### config.mk
export PLATFORM = sky130hd
export DESIGN_NAME = pwm3_comp
export DESIGN_NICKNAME = d
export VERILOG_FILES = /design/src/rtl/pwm3_pkg.sv /design/src/rtl/pwm_tri_counter.sv /design/src/rtl/pwm_cmp_bank.sv /design/src/rtl/pwm_deadband.sv /design/src/rtl/pwm3_comp.sv
export SDC_FILE = /design/constraint.sdc
export NUM_CORES = 1
export LEC_CHECK = 0
export ABC_AREA = 0
export BUFFER_PORTS_ARGS = -buffer_cell sky130_fd_sc_hd__buf_2
export CAP_MARGIN = 20
export CORE_ASPECT_RATIO = 1.4
export CORE_MARGIN = 2
export CORE_UTILIZATION = 60
export CTS_CLUSTER_DIAMETER = 60
export DETAILED_ROUTE_END_ITERATION = 8
export GPL_ROUTABILITY_DRIVEN = 0
export PLACE_DENSITY = 0.77
export SYNTH_ARGS = -nofsm -noshare
export SYNTH_HDL_FRONTEND = slang
export SYNTH_SLANG_ARGS = --single-unit
### constraint.sdc
create_clock -name clk -period 5.6 [get_ports clk]
set_input_delay 0.56 -clock clk [delete_from_list [all_inputs] [get_ports clk]]
set_output_delay 0.56 -clock clk [all_outputs]
set_load 0.1 [all_outputs]
### src/rtl/pwm3_pkg.sv
package pwm3_pkg;
  // Transfer point selector for staged compare values
  typedef enum logic [1:0] {
    XFER_CREST  = 2'b00,
    XFER_TROUGH = 2'b01,
    XFER_BOTH   = 2'b10,
    XFER_HOLD   = 2'b11
  } xfer_mode_e;
endpackage

### src/rtl/pwm_tri_counter.sv
// Symmetric up/down counter between the dead-time value and the top
module pwm_tri_counter #(
  parameter int W = 16
) (
  input  logic         clk,
  input  logic         rst,
  input  logic         run,
  input  logic [W-1:0] td,
  input  logic [W-1:0] top,
  output logic [W-1:0] cnt,
  output logic         crest,
  output logic         trough
);
  logic up_q;

  assign crest  = run &  up_q & (cnt >= top);
  assign trough = run & ~up_q & (cnt <= td);

  always_ff @(posedge clk) begin
    if (rst || !run) begin
      cnt  <= td;
      up_q <= 1'b1;
    end else if (up_q) begin
      if (cnt >= top) begin
        up_q <= 1'b0;
        cnt  <= cnt - 1'b1;
      end else begin
        cnt  <= cnt + 1'b1;
      end
    end else begin
      if (cnt <= td) begin
        up_q <= 1'b1;
        cnt  <= cnt + 1'b1;
      end else begin
        cnt  <= cnt - 1'b1;
      end
    end
  end
endmodule

### src/rtl/pwm_cmp_bank.sv
// Staging and live compare registers per leg
module pwm_cmp_bank
  import pwm3_pkg::*;
#(
  parameter int W      = 16,
  parameter int PHASES = 3,
  parameter int SEL_W  = 2
) (
  input  logic                         clk,
  input  logic                         rst,
  input  logic                         wr_en,
  input  logic [SEL_W:0]               wr_addr,
  input  logic [W-1:0]                 wr_data,
  input  xfer_mode_e                   mode,
  input  logic                         crest,
  input  logic                         trough,
  output logic [PHASES-1:0][W-1:0]     cmp
);
  logic xfer;

  always_comb begin
    case (mode)
      XFER_CREST:  xfer = crest;
      XFER_TROUGH: xfer = trough;
      XFER_BOTH:   xfer = crest | trough;
      default:     xfer = 1'b0;
    endcase
  end

  for (genvar p = 0; p < PHASES; p++) begin : g_leg
    logic [W-1:0] stage_q;
    logic [W-1:0] live_q;
    logic         sel;
    logic         hit_stage;
    logic         hit_now;

    assign sel       = wr_en && (wr_addr[SEL_W-1:0] == SEL_W'(p));
    assign hit_stage = sel && !wr_addr[SEL_W];
    assign hit_now   = sel &&  wr_addr[SEL_W];
    assign cmp[p]    = live_q;

    always_ff @(posedge clk) begin
      if (rst) begin
        stage_q <= '0;
        live_q  <= '0;
      end else if (hit_now) begin
        stage_q <= wr_data;
        live_q  <= wr_data;
      end else begin
        if (xfer)      live_q  <= stage_q;
        if (hit_stage) stage_q <= wr_data;
      end
    end
  end
endmodule

### src/rtl/pwm_deadband.sv
// One leg: raw compare drive, dead-time delay, start-up state, level select

module pwm_deadband #(
  parameter int W = 16
) (
  input  logic         clk,
  input  logic         rst,
  input  logic         run,
  input  logic [W-1:0] cnt,
  input  logic [W-1:0] cmp,
  input  logic [W-1:0] td,
  input  logic         pol_p,
  input  logic         pol_n,
  output logic         out_p,
  output logic         out_n
);
  localparam logic [W-1:0] SAT = '1;

  logic         side_q, side_d;
  logic [W-1:0] age_q, age_d;
  logic         raw;
  logic         settled;
  logic         act_p, act_n;

  always_comb begin
    raw = (cnt > cmp);
    if (!run) begin
      side_d = (cmp == '0);
      age_d  = ((cmp == '0) || (cmp > td)) ? SAT : '0;
    end else if (raw != side_q) begin
      side_d = raw;
      age_d  = '0;
    end else begin
      side_d = side_q;
      age_d  = (age_q == SAT) ? age_q : age_q + 1'b1;
    end
    settled = (age_d >= td);
    act_p   =  side_d & settled;
    act_n   = ~side_d & settled;
  end

  always_ff @(posedge clk) begin
    if (rst) begin
      side_q <= 1'b0;
      age_q  <= '0;
      out_p  <= ~pol_p;
      out_n  <= ~pol_n;
    end else begin
      side_q <= side_d;
      age_q  <= age_d;
      out_p  <= pol_p ? act_p : ~act_p;
      out_n  <= pol_n ? act_n : ~act_n;
    end
  end
endmodule

### src/rtl/pwm3_comp.sv
module pwm3_comp
  import pwm3_pkg::*;
#(
  parameter int W      = 16,
  parameter int PHASES = 3,
  parameter int SEL_W  = 2
) (
  input  logic              clk,
  input  logic              rst,
  input  logic              run,
  input  logic [1:0]        xfer_mode,
  input  logic [W-1:0]      period_top,
  input  logic [W-1:0]      dead_time,
  input  logic              pol_pos,
  input  logic              pol_neg,
  input  logic              wr_en,
  input  logic [SEL_W:0]    wr_addr,
  input  logic [W-1:0]      wr_data,
  output logic [PHASES-1:0] out_pos,
  output logic [PHASES-1:0] out_neg
);
  logic [W-1:0]             cnt;
  logic                     crest;
  logic                     trough;
  logic [PHASES-1:0][W-1:0] cmp_q;

  pwm_tri_counter #(.W(W)) u_cnt (
    .clk(clk), .rst(rst), .run(run), .td(dead_time), .top(period_top),
    .cnt(cnt), .crest(crest), .trough(trough)
  );

  pwm_cmp_bank #(.W(W), .PHASES(PHASES), .SEL_W(SEL_W)) u_bank (
    .clk(clk), .rst(rst), .wr_en(wr_en), .wr_addr(wr_addr), .wr_data(wr_data),
    .mode(xfer_mode_e'(xfer_mode)), .crest(crest), .trough(trough), .cmp(cmp_q)
  );

  for (genvar p = 0; p < PHASES; p++) begin : g_leg
    pwm_deadband #(.W(W)) u_db (
      .clk(clk), .rst(rst), .run(run), .cnt(cnt), .cmp(cmp_q[p]),
      .td(dead_time), .pol_p(pol_pos), .pol_n(pol_neg),
      .out_p(out_pos[p]), .out_n(out_neg[p])
    );
  end
endmodule

==> run summary, run 1 <==
status - complete, no violations
Worst Path Required - 5.97 ns
CTS buffer count - 17
register area share after synthesis - 0.281
commonest cells after routing, fill and taps aside - nand2_1 (206), ha_1 (187), dfxtp_1 (170), a21oi_1 (124), nor2_1 (94)
Final Non-Filler Cells - 1,787
hold depth - 3
area grow syn2layout - 8.75%
number of antenna violations at the first check in global routing - 0
crit start category - flip-flop
Relative slew margins - 0.307
total power - 3.50 mW
Tcrit/Tclk final - 0.871
Crit-path slowest cell - dfxtp_1
DP Area - 12,600 µm²
EDFF count, synth - 0
ys flop type - dfxtp_1
share of layout cells above drive strength 1 - 0.0827
number of max-cap violations - 0
Setup Viol. Count Final - 0
Post-CTS Repair Setup Buffers - 0
# clock sinks - 170
largest net degree at the start of global routing - 96
endpoint of the lowest-slack register-to-register path - g_leg[0].u_db.out_p$_DFF_P_
R2R Setup Slk - 0.72 ns
Worst Setup End Kind - flip-flop
hpwl dp - 24,500 µm
RSZ-0062 raised after global routing - false
Top Family by Delay on Critical Path - compound AO/OA/AOI/OAI gates
Tightest Pin Transition - 1.04 ns
Starting Density - 0.609
synth warn - 0
clk slew on worst S/H paths - 0.07 ns
Root Buffer - clkbuf_16
Post-Synth XOR/XNOR Area - 0.0348
cell count after synthesis - 1,490
Async SR Flop Fraction - 0
Core Region - 19,800 µm²
most common cell after layout, fill and taps aside - nand2_1
Routed Antenna Nets - 0
Die ar. - 21,300 µm²
placed insts - 1,755
simple logic cell fraction of the synthesized area - 0.215
syn_nets - 1,736
Die X - 124 µm
DRC - 0
CP max FO - 17
top routing layer in use - met4
hold path start - dead_time[12]
Fill cells - 1,704
Adder-Cell Fraction of Synth Area - 0.194
die height - 172 µm
row count - 61
CP Buf/Inv Count - 0
H-tree depth - 4
Worst Skew - 0.0116 ns
worst skew pair latency - 0.45 ns
final hold vios - 0
IO Port Bufs - 64
number of global-route vias before repair - 10,600
CP max stage delay - 0.59 ns
TritonCTS clock tree - done
routed len/inst - 18.6 µm
main combinational cell family by area after synthesis - simple AND/OR/NAND/NOR gates
CP Cell Sequence - ha_1 -> a21oi_1 -> nor2b_1 -> o21ai_0 -> nand2_1 -> a21oi_1 -> o21ai_0 -> a221oi_1 -> a21oi_1 -> ha_1 -> and2_1 -> nand2_1 -> and2_1 -> ha_1 -> nand2b_1 -> a21o_1 -> a21o_1 -> a211oi_1 -> o211ai_1 -> a31oi_1 -> nand2b_1 -> xor2_1
P per Cell Area - 266 nW/µm²
maximum vdd ir drop - 0.323 mV
complex-gate fraction of the synthesized area - 0.170
fin. max-slew vios - 0
WL met1 - 13,400 µm
Final Cell Area - 13,200 µm²
Max Clk Rate - 205 MHz
first-pass iteration count of the detailed router - 5
met2 WL - 16,000 µm
Reg-to-Reg Start - u_cnt.cnt[2]$_DFF_P_
Final TNS setup - 0 ns
Cell variety after synth - 62
number of inserted diodes - 0
Seq cells post-synth - 170
met3 routed WL - 1810 µm
DRT iter0 DRCs - 863
Hold Path Class - input pin to flip-flop
global route overflow - 0
synthesized area - 12,100 µm²
nets@finish - 1,768
Clock Path Buffers - 2
detailed-route via count - 11,100
total global routing track utilization - 0.321
total wire length - 33,300 µm
Avg Cell Area, Syn - 8.12 µm²
post-synthesis mux area share - 0.0514
Tmin final - 4.88 ns
first-pass GRT wire length - 53,000 µm
Post-CTS Hold Fix Bufs - 0
Leakage Power - 6.04 nW
Resized cells post-CTS - 0
crit path kind - flip-flop to flip-flop
detailed-route vias per instance - 6.21
Worst R2R Path Depth - 22
Ports - 65
data arrival time of the worst path - 5.24 ns
Hold EP - u_cnt.cnt[12]$_DFF_P_
how the worst max path moves through the flow:
stage | start | to | slack, ns | depth (start not counted)
floorplan | u_cnt.cnt[10]$_DFF_P_ | g_leg[0].u_db.out_p$_DFF_P_ | 1.58 | 22
global placement | u_cnt.cnt[2]$_DFF_P_ | g_leg[0].u_db.out_n$_DFF_P_ | 0.95 | 22
detailed placement | u_cnt.cnt[2]$_DFF_P_ | g_leg[0].u_db.out_p$_DFF_P_ | 0.84 | 22
CTS | u_cnt.cnt[2]$_DFF_P_ | g_leg[0].u_db.out_p$_DFF_P_ | 0.77 | 22
global route | u_cnt.cnt[2]$_DFF_P_ | g_leg[0].u_db.out_p$_DFF_P_ | 0.31 | 22
finish | u_cnt.cnt[2]$_DFF_P_ | g_leg[0].u_db.out_p$_DFF_P_ | 0.72 | 22
state kept, by name, summed over array words and instances, names as in the netlist:
register and count:
g_leg.u_db.age_q 48, u_bank.g_leg.live_q 48, u_bank.g_leg.stage_q 48, u_cnt.cnt 16, g_leg.u_db.out_n 3, g_leg.u_db.out_p 3
g_leg.u_db.side_q 3, u_cnt.up_q 1
per-stage QoR:
| stage | worst slack, ns | utilization | hold WS (ns) |
|---|---|---|---|
| floorplan | 1.58 | - | 0.436 |
| detailed placement | 0.844 | 0.633 | 0.446 |
| global placement | 0.946 | 0.633 | 0.441 |
| CTS | 0.769 | 0.663 | 0.308 |
| finish | 0.723 | 0.663 | 0.320 |
| global route | 0.312 | 0.663 | 0.329 |
kinds of logic after synthesis:
logic type               count (synthesis)
multiplexers                            62
AO/OA/AOI/OAI                          331
buffers and inverters                  158
flip-flops                             170
AND/OR/NAND/NOR                        534
adder cells (fa/ha/maj)                187
XOR/XNOR                                48
routing by layer:
| layer | global-route usage | up-vias |
|---|---|---|
| li1 | - | 5382 |
| met1 | 0.375 | 5226 |
| met2 | 0.539 | 374 |
| met3 | 0.0505 | 123 |
| met4 | 0.213 | 0 |
| met5 | 0 | - |
report_power, final:
group	leakage, nW	total, mW	switching [mW]	internal [mW]
Combinational	4.37	0.893	0.536	0.357
Clock	0.278	1.21	0.564	0.643
Sequential	1.39	1.40	0.105	1.30
Total	6.04	3.50	1.21	2.29
area by class of cell:
class | count | area, µm² | area share
multi-input combinational | 1162 | 8050 | 0.612
clock inverter | 14 | 149 | 0.0113
inverter | 88 | 330 | 0.0251
timing repair buffer | 83 | 465 | 0.0354
sequential | 170 | 3400 | 0.259
clock buffer | 18 | 439 | 0.0334
tap | 252 | 315 | 0.0240
worst reg2reg max path: stages (launching register included):
cell and delay (ns):
dfxtp_1 0.59, ha_1 0.33, a21oi_1 0.17, nor2b_1 0.08, o21ai_0 0.14, nand2_1 0.07
a21oi_1 0.14, o21ai_0 0.14, a221oi_1 0.29, a21oi_1 0.12, ha_1 0.29, and2_1 0.51
nand2_1 0.13, and2_1 0.19, ha_1 0.26, nand2b_1 0.14, a21o_1 0.17, a21o_1 0.17
a211oi_1 0.23, o211ai_1 0.12, a31oi_1 0.18, nand2b_1 0.14, xor2_1 0.20
synthesized netlist by cell type (2+ instances only):
master | count | area (µm²)
mux2i_1 | 61 | 611
or4_1 | 3 | 22.5
and3b_1 | 3 | 26.3
or3_1 | 4 | 25.0
a31oi_1 | 4 | 25.0
and3_1 | 21 | 131
and4_1 | 11 | 96.3
a211o_1 | 2 | 17.5
dfxtp_1 | 170 | 3400
nor3_1 | 24 | 120
o21ai_1 | 4 | 20.0
or2_2 | 2 | 12.5
buf_4 | 8 | 60.1
nor3b_1 | 3 | 22.5
buf_2 | 2 | 10.0
nand3_1 | 33 | 165
buf_8 | 2 | 30.0
a21oi_1 | 124 | 621
a221o_1 | 2 | 20.0
xnor2_1 | 25 | 219
xor2_1 | 23 | 201
a21boi_0 | 2 | 15.0
clkbuf_1 | 54 | 203
inv_1 | 88 | 330
o21a_1 | 8 | 60.1
nor4_1 | 14 | 87.6
nand3b_1 | 7 | 52.6
o211ai_1 | 17 | 128
nor2_1 | 94 | 353
nand2b_1 | 18 | 113
a221oi_1 | 3 | 26.3
and2_1 | 7 | 43.8
nor2b_1 | 38 | 238
o31ai_1 | 7 | 52.6
ha_1 | 187 | 2340
buf_1 | 3 | 11.3
a211oi_1 | 53 | 398
nand4_1 | 42 | 263
a21o_1 | 30 | 225
o21ai_0 | 60 | 300
nand2_1 | 206 | 773
(Power assumes the default switching activity.)
==> run 2, diff against run 1 <==
- GPL_TIMING_DRIVEN: default -> 0
==> run 2 against run 1 <==
Net effect:
- cell count grew 2.8%
- hold slack improved by 0.0079 ns
- via count grew 1.4%
- register-to-register slack worse by 0.18 ns
- largest power group unchanged
==> run summary, run 2 (synthesis gave the netlist of run 1 again) <==
status - complete, no violations
Relative slew margins - 0.299 (-0.00757)
Clock Path Buffers - 2 (unchanged)
routed len/inst - 19.0 µm (+2.0%)
Die ar. - 21,300 µm² (unchanged)
Setup crit start - u_cnt.cnt[10]$_DFF_P_
die height - 172 µm (unchanged)
detailed-route vias per instance - 6.13 (-1.4%)
Hold Path Class - input pin to flip-flop
Worst R2R Path Depth - 22 (unchanged)
Ports - 65 (unchanged)
Tightest Pin Transition - 1.05 ns (+0.0116 ns)
R2R Setup Slk - 0.54 ns (-0.18 ns)
met1 Track Usage GR - 0.413 (+0.0380)
Post-CTS Repair Setup Buffers - 0 (unchanged)
share of layout cells above drive strength 1 - 0.0744 (-0.00829)
worst skew pair latency - 0.44 ns (about the same)
RSZ-0062 raised after global routing - false
global route overflow - 0 (unchanged)
largest net degree at the start of global routing - 18 (-81%)
number of global-route vias before repair - 10,600 (-0.63%)
Worst Skew - 0.0117 ns (+0.0000437 ns)
endpoint of the lowest-slack register-to-register path - g_leg[0].u_db.out_n$_DFF_P_
final hold vios - 0 (unchanged)
number of max-cap violations - 0 (unchanged)
Reg area - 3400 µm² (unchanged)
area of the multi-input gates - 8030 µm² (-0.19%)
Worst Path Required - 5.92 ns (-0.05 ns)
crit start category - flip-flop
hpwl dp - 26,100 µm (+6.4%)
Tcrit/Tclk final - 0.903 (+0.0323)
DRC - 0 (unchanged)
number of inserted diodes - 0 (unchanged)
first-pass GRT wire length - 54,700 µm (+3.3%)
CP max FO - 14 (-3)
CTS buffer count - 17 (unchanged)
Fill cells - 1,713 (+0.53%)
area grow syn2layout - 9.79%
total wire length - 34,900 µm (+4.9%)
number of antenna violations at the first check in global routing - 0 (unchanged)
fin. max-slew vios - 0 (unchanged)
DRT iter0 DRCs - 797 (-7.6%)
maximum vdd ir drop - 0.222 mV (-31%)
data arrival time of the worst path - 5.38 ns (+0.14 ns)
Resized cells post-CTS - 0 (unchanged)
Final Core Density - 0.669 (+0.00631)
IO Port Bufs - 63 (-1.6%)
first-pass iteration count of the detailed router - 5 (unchanged)
row count - 61 (unchanged)
P per Cell Area - 261 nW/µm² (-2.0%)
most common cell after layout, fill and taps aside - nand2_1
total global routing track utilization - 0.334 (+0.0127)
M2 GR Usage - 0.572 (+0.0325)
detailed-route via count - 11,300 (+1.4%)
Worst Setup End Kind - flip-flop
Core Region - 19,800 µm² (unchanged)
met3 usage - 0.0416 (-0.00891)
Critical Path End - g_leg[0].u_db.out_n$_DFF_P_
Starting Density - 0.609 (unchanged)
H-tree depth - 4 (unchanged)
Tmin final - 5.06 ns (+0.181 ns)
Final TNS setup - 0 ns (unchanged)
Root Buffer - clkbuf_16
Max Clk Rate - 198 MHz (-3.6%)
commonest cells after routing, fill and taps aside - nand2_1 (206), ha_1 (187), dfxtp_1 (170), a21oi_1 (124), nor2_1 (94)
Post-CTS Hold Fix Bufs - 0 (unchanged)
TritonCTS clock tree - done
clk slew on worst S/H paths - 0.08 ns (about the same)
Routed Antenna Nets - 0 (unchanged)
Die X - 124 µm (unchanged)
biggest regs - g_leg.u_db.age_q (48), u_bank.g_leg.live_q (48), u_bank.g_leg.stage_q (48)
nets@finish - 1,818 (+2.8%)
Leakage Power - 6.07 nW (+0.47%)
Reg-to-Reg Start - u_cnt.cnt[10]$_DFF_P_
grt peak-use layer - met2
Setup Viol. Count Final - 0 (unchanged)
crit path kind - flip-flop to flip-flop
# clock sinks - 170 (unchanged)
-- run 2: power breakdown --
| group | leakage (nW) | total, mW | switching [mW] | internal, mW |
|---|---|---|---|---|
| registers | 1.39 | 1.41 | 0.117 | 1.30 |
| clock network | 0.272 | 1.15 | 0.562 | 0.585 |
| logic | 4.41 | 0.904 | 0.541 | 0.363 |
| total | 6.07 | 3.46 | 1.22 | 2.24 |
-- run 2: critical path, stage by stage (launching register included) --
cell and delay (ns):
dfxtp_1 0.73, ha_1 0.35, nor2b_1 0.13, o21ai_0 0.14
nand2b_1 0.08, a21oi_1 0.13, o21ai_0 0.10, a221oi_1 0.32
a21oi_1 0.12, ha_1 0.28, and2_1 0.11, clkbuf_1 0.33
clkbuf_1 0.42, nand2_1 0.18, nand2_1 0.12, ha_1 0.24
a21o_1 0.18, a21o_1 0.16, a21oi_1 0.18, o31ai_1 0.11
a31oi_1 0.25, nor3_1 0.11, xnor2_1 0.16
-- run 2: worst min-delay path by stage --
| stage | from | endpoint | cells after the start | slack [ns] |
|---|---|---|---|---|
| 2_1_floorplan | u_bank.g_leg[0].stage_q[0]$_SDFFE_PP0P_ | u_bank.g_leg[0].stage_q[0]$_SDFFE_PP0P_ | 2 | 0.44 |
| 3_3_place_gp | u_bank.g_leg[1].stage_q[0]$_SDFFE_PP0P_ | u_bank.g_leg[1].stage_q[0]$_SDFFE_PP0P_ | 2 | 0.44 |
| 3_5_place_dp | u_bank.g_leg[0].stage_q[8]$_SDFFE_PP0P_ | u_bank.g_leg[0].stage_q[8]$_SDFFE_PP0P_ | 2 | 0.45 |
| 4_1_cts | dead_time[1] | u_cnt.cnt[1]$_DFF_P_ | 3 | 0.33 |
| 5_1_grt | dead_time[6] | u_cnt.cnt[6]$_DFF_P_ | 3 | 0.34 |
| 6_report | dead_time[1] | u_cnt.cnt[1]$_DFF_P_ | 3 | 0.33 |
-- run 2: cell type report --
cell class                      count  share of cell area
Clock inverter                     15             0.00961
Multi-Input combinational cell   1162               0.605
Buffer                             70              0.0245
Inverter                           88              0.0249
Timing Repair Buffer               63              0.0238
Clock buffer                       17              0.0320
Sequential cell                   170               0.256
Tap cell                          252              0.0238
-- run 2: stage by stage --
stage	area, µm²	power [mW]	hold WS (ns)	setup WS (ns)	cells
6_report	13300	3.46	0.328	0.542	1837
5_1_grt	13300	3.63	0.340	0.160	1837
3_3_place_gp	12700	2.29	0.443	0.611	1805
4_1_cts	13300	3.45	0.328	0.621	1837
3_5_place_dp	12700	2.32	0.448	0.566	1805
2_1_floorplan	12100	2.05	0.436	1.58	1490
-- run 2: per-layer routing --
metal / share of wire / wire length [µm]
met5: 0 / 0
met3: 0.059 / 2060
met1: 0.41 / 14400
met2: 0.48 / 16700
met4: 0.049 / 1710
